<file path="src/rtl/ringirq_pkg.sv">
package ringirq_pkg;
  localparam int MAX_WORDS = 8;
  localparam int IDX_W = $clog2(MAX_WORDS);

  typedef enum logic [1:0] {SEL_NONE, SEL_STS, SEL_ENB, SEL_HOP} rdsel_e;

  // strobes from the control to the datapath
  typedef struct packed {
    logic [MAX_WORDS-1:0] stsClr;
    logic [MAX_WORDS-1:0] enbWr;
    rdsel_e               rdSel;
    logic [IDX_W-1:0]     rdIdx;
  } strobe_t;
endpackage

</file>
<file path="src/rtl/ringirq_ctrl.sv">
module ringirq_ctrl
  import ringirq_pkg::*;
#(
  parameter int HOPS     = 20,
  parameter int ADDR_W   = 6,
  parameter int ENB_BASE = 16,
  parameter int HOP_ADDR = 32
) (
  input  logic              clk,
  input  logic              rstN,
  input  logic [ADDR_W-1:0] regAddr,
  input  logic              regRdEn,
  input  logic              regWrEn,
  input  logic              anyEnPend,
  output strobe_t           stb,
  output logic              irq
);
  localparam int NSTS = (31 + 3 * HOPS) / 32;
  localparam int NENB = (31 + 2 * HOPS) / 32;
  localparam logic [ADDR_W-1:0] STS_END = ADDR_W'(NSTS);
  localparam logic [ADDR_W-1:0] ENB_LO  = ADDR_W'(ENB_BASE);
  localparam logic [ADDR_W-1:0] ENB_END = ADDR_W'(ENB_BASE + NENB);
  localparam logic [ADDR_W-1:0] HOP_A   = ADDR_W'(HOP_ADDR);

  logic [ADDR_W-1:0] enbOff;
  logic              armed;
  logic [NSTS-1:0]   sweep;
  logic              fire;

  assign enbOff = regAddr - ENB_LO;

  always_comb begin
    stb = '0;
    stb.rdSel = SEL_NONE;
    if (regAddr < STS_END) begin
      stb.rdSel = SEL_STS;
      stb.rdIdx = regAddr[IDX_W-1:0];
      stb.stsClr[regAddr[IDX_W-1:0]] = regRdEn;
    end else if (regAddr >= ENB_LO && regAddr < ENB_END) begin
      stb.rdSel = SEL_ENB;
      stb.rdIdx = enbOff[IDX_W-1:0];
      stb.enbWr[enbOff[IDX_W-1:0]] = regWrEn;
    end else if (regAddr == HOP_A) begin
      stb.rdSel = SEL_HOP;
    end
  end

  assign fire = armed && anyEnPend;

  // re-arm flag: dropped on a pulse, restored after a full read sweep
  always_ff @(posedge clk) begin
    if (!rstN) begin
      armed <= 1'b1;
      sweep <= '0;
      irq   <= 1'b0;
    end else begin
      irq <= fire;
      if (fire) begin
        armed <= 1'b0;
        sweep <= '0;
      end else if (!armed && (&sweep)) begin
        armed <= 1'b1;
        sweep <= '0;
      end else begin
        sweep <= sweep | stb.stsClr[NSTS-1:0];
      end
    end
  end
endmodule

</file>
<file path="src/rtl/ringirq_dp.sv">
module ringirq_dp
  import ringirq_pkg::*;
#(
  parameter int HOPS = 20
) (
  input  logic              clk,
  input  logic              rstN,
  input  logic [HOPS-1:0]   txDone,
  input  logic [HOPS-1:0]   rxDone,
  input  logic [HOPS-1:0]   rxOvf,
  input  strobe_t           stb,
  input  logic [31:0]       wdata,
  output logic [31:0]       rdata,
  output logic              anyEnPend,
  output logic [3*HOPS-1:0] pendVec
);
  localparam int SB   = 3 * HOPS;
  localparam int EB   = 2 * HOPS;
  localparam int NSTS = (31 + SB) / 32;
  localparam int NENB = (31 + EB) / 32;

  logic [SB-1:0]      pend, clrBits, pendNext, enX;
  logic [EB-1:0]      en, enNext;
  logic [NSTS*32-1:0] pendPad;
  logic [NENB*32-1:0] enPad;
  logic [31:0]        stsWord [NSTS];
  logic [31:0]        enbWord [NENB];

  for (genvar b = 0; b < SB; b++) begin : g_clr
    assign clrBits[b] = stb.stsClr[b / 32];
  end
  for (genvar b = 0; b < EB; b++) begin : g_wr
    assign enNext[b] = stb.enbWr[b / 32] ? wdata[b % 32] : en[b];
  end

  assign pendNext = (pend & ~clrBits) | {rxOvf, rxDone, txDone};

  always_ff @(posedge clk) begin
    if (!rstN) begin
      pend <= '0;
      en   <= '0;
    end else begin
      pend <= pendNext;
      en   <= enNext;
    end
  end

  // overflow follows the receive enable of its hop
  assign enX = {en[HOPS-1:0], en[HOPS-1:0], en[EB-1:HOPS]};
  assign anyEnPend = |(pend & enX);
  assign pendVec = pend;

  always_comb begin
    pendPad = '0;
    pendPad[SB-1:0] = pend;
    enPad = '0;
    enPad[EB-1:0] = en;
  end

  for (genvar w = 0; w < NSTS; w++) begin : g_sw
    assign stsWord[w] = pendPad[w*32 +: 32];
  end
  for (genvar w = 0; w < NENB; w++) begin : g_ew
    assign enbWord[w] = enPad[w*32 +: 32];
  end

  always_comb begin
    rdata = '0;
    case (stb.rdSel)
      SEL_STS: for (int w = 0; w < NSTS; w++)
                 if (stb.rdIdx == w[IDX_W-1:0]) rdata = stsWord[w];
      SEL_ENB: for (int w = 0; w < NENB; w++)
                 if (stb.rdIdx == w[IDX_W-1:0]) rdata = enbWord[w];
      SEL_HOP: rdata = {21'd0, 11'(HOPS)};
      default: rdata = '0;
    endcase
  end
endmodule

</file>
<file path="src/rtl/ringirq_top.sv">
module ringirq_top
  import ringirq_pkg::*;
#(
  parameter int HOPS     = 20,
  parameter int ADDR_W   = 6,
  parameter int ENB_BASE = 16,
  parameter int HOP_ADDR = 32
) (
  input  logic              clk,
  input  logic              rstN,
  input  logic [HOPS-1:0]   txDone,
  input  logic [HOPS-1:0]   rxDone,
  input  logic [HOPS-1:0]   rxOvf,
  input  logic [ADDR_W-1:0] regAddr,
  input  logic              regRdEn,
  input  logic              regWrEn,
  input  logic [31:0]       regWdata,
  output logic [31:0]       regRdata,
  output logic              irq
);
  strobe_t             stb;
  logic                anyEnPend;
  logic [3*HOPS-1:0]   pendVec;

  ringirq_ctrl #(
    .HOPS(HOPS), .ADDR_W(ADDR_W), .ENB_BASE(ENB_BASE), .HOP_ADDR(HOP_ADDR)
  ) u_ctrl (
    .clk(clk), .rstN(rstN), .regAddr(regAddr), .regRdEn(regRdEn),
    .regWrEn(regWrEn), .anyEnPend(anyEnPend), .stb(stb), .irq(irq)
  );

  ringirq_dp #(.HOPS(HOPS)) u_dp (
    .clk(clk), .rstN(rstN), .txDone(txDone), .rxDone(rxDone), .rxOvf(rxOvf),
    .stb(stb), .wdata(regWdata), .rdata(regRdata), .anyEnPend(anyEnPend),
    .pendVec(pendVec)
  );
endmodule

</file>
<file path="config.mk">
export PLATFORM = sky130hd
export DESIGN_NAME = ringirq_top
export DESIGN_NICKNAME = d
export VERILOG_FILES = /design/src/rtl/ringirq_pkg.sv /design/src/rtl/ringirq_ctrl.sv /design/src/rtl/ringirq_dp.sv /design/src/rtl/ringirq_top.sv
export SDC_FILE = /design/constraint.sdc
export NUM_CORES = 1
export LEC_CHECK = 0
export BUFFER_PORTS_ARGS = -buffer_cell sky130_fd_sc_hd__buf_4
export CORE_ASPECT_RATIO = 0.7
export CORE_MARGIN = 2
export CORE_UTILIZATION = 45
export DETAILED_ROUTE_END_ITERATION = 8
export PLACE_DENSITY = 0.7
export SLEW_MARGIN = 5
export SYNTH_ARGS = -nofsm -noshare
export SYNTH_HDL_FRONTEND = slang
export SYNTH_HIERARCHICAL = 1
export SYNTH_SLANG_ARGS = --single-unit
</file>
<file path="constraint.sdc">
create_clock -name clk -period 5.1 [get_ports clk]
set_input_delay 0.255 -clock clk [delete_from_list [all_inputs] [get_ports clk]]
set_output_delay 0.255 -clock clk [all_outputs]
set_load 0.02 [all_outputs]
</file>
==> impl_metrics.tcl <==
set metrics [dict create \
    drive_above_1_share_pct 26.23 \
    drt_iter0_drc 416 \
    track_usage_pct 28.44 \
    fp.dieW_um 127.6 \
    drt_pass1_iterations 6 \
    setup.worst_path.end_class "output port" \
    final_common_cell "buf_4" \
    cts_tree "yes" \
    antenna_found_initial 0 \
    cpMaxStageDelayCell "nor2_4" \
    post-place-cells 745 \
    gp_congestion 0.8765 \
    hp-class "in2reg" \
    crit_arrival_ns 3.00 \
    rrSetupSlack_ns 3.04 \
    crit_path_max_fanout 21 \
    numPortBuffers 134 \
    htree_levels 3 \
    hpwl_um 12200 \
    worstPathRequired_ns 4.85 \
    cts_made_buffers 9 \
    cp_top_family "simple AND/OR/NAND/NOR gates" \
    timing.max_cap.violations 0 \
    die-area_um2 11540 \
    wl_per_cell_um 21.42 \
    fin_setup_tns_ns 0 \
    clock_path_buffers 2 \
    status "finished, final reports clean" \
    critical_path.max_stage_delay_ns 0.64 \
    die_h_um 90.49 \
    whs_ns 0.1088 \
    cp-start-kind "primary input" \
    clk_latency_ns 0.35 \
    drc_errors 0 \
    rsz0062_at_grt "false" \
    fin_skew_ns 0.004489 \
    syn-cell-area_um2 4808 \
    vias 4376 \
    cp_common_cell "buf_4" \
    synth_area_per_cell_um2 9.503 \
    pin_count 135 \
    grt_max_degree 104 \
    power_leakage_nw 2.485 \
    grt_pass1_wl_um 24870 \
    cts_setup_buffers 0 \
    hold_violations 0 \
    p_total_mw 1.715 \
    routed_wl_um 16300 \
    pre_cts_slack_ns 1.957 \
    cts_sinks 104 \
    start_util_pct 46.43 \
    layoutNonFillerInstCount 761 \
    clkTransAtPathRegs_ns 0.07 \
    ys_warn_count 6 \
    p_per_area_nw_per_um2 279.5 \
    placeableCoreArea_um2 10360 \
    relSlewSlack_pct 25.42 \
    nNetsFinal 726 \
    tightest_slew_ns 1.115 \
    setup_viol 0 \
    crit_chain "buf_4 > or3_1 > a211oi_1 > nand2b_1 > nor2_4 > a22oi_1 > o21ai_1 > buf_4" \
    rows 31 \
    path_buf_inv 2 \
    fin_crit_sh_pct 63.88 \
    setup.worst_path.class "in2out" \
    cts_resized 0 \
    via_per_inst 5.750 \
    postCtsHoldBufs 0 \
    drtAntennaViolNets 0 \
    grt_pass1_vias 4295 \
    worst_slack_ns 1.842 \
    area_growth_pct 27.61 \
    ctsRootBufferMaster "clkbuf_16" \
    fin_crit_ns 3.258 \
    fmax_mhz 306.9 \
    layout_common_cells "139 x buf_4, 104 x dfxtp_1, 102 x nor2b_1" \
    n_antenna_cell 0 \
    peakVddDrop_uv 165.9 \
    synthCells 506 \
    drv_slew 0 \
    grt-ovfl-total 0 \
]
flip-flops by register name (all words and copies together), names as in the netlist:
name	count
u_dp/pendVec	60
u_dp/en	40
u_ctrl/sweep	2
u_ctrl/armed	1
u_ctrl/irq	1
metal layers:
| layer | GRT usage [%] | share of wire, % | up-vias |
|---|---|---|---|
| met5 | 0 | 0 | - |
| met4 | 8.974 | 2.2 | 0 |
| met3 | 9.360 | 10 | 30 |
| met2 | 41.00 | 43 | 233 |
| met1 | 40.13 | 45 | 2080 |
| li1 | - | - | 2033 |
path summary, 6_finish.rpt:
kind | from | cells past startpoint | end
max reg2reg | u_dp/pendVec[36] | 7 | u_ctrl/sweep[0]
min | txDone[19] | 2 | u_dp/pendVec[19]
max | regAddr[1] | 8 | regRdata[1]
min reg2reg | u_ctrl/sweep[1] | 2 | u_ctrl/sweep[1]
final cells by class:
class | instances | area [um2]
inverters | 3 | 11.26
multi-input cells | 367 | 2549
clock inverters | 4 | 28.78
repair buffers | 139 | 1044
well taps | 132 | 165.2
flip-flops and latches | 104 | 2082
clock buffers | 12 | 256.5
fillers | 931 | 4220
per-stage QoR:
| step | utilization [%] | area [um2] |
|---|---|---|
| after floorplan | - | 4812 |
| after global placement | 56.49 | 5851 |
| after detailed placement | 56.49 | 5851 |
| after CTS | 59.25 | 6136 |
| after global routing | 59.25 | 6136 |
| final | 59.25 | 6136 |
where the power goes:
part           switching, mW  total, mW  leakage (nW)  internal, mW
clock                  0.299      0.657         0.135         0.358
sequential            0.0413      0.890         0.858         0.849
combinational         0.0667      0.168          1.49         0.101
total                  0.407       1.71          2.49          1.31
(Power assumes the default switching activity.)
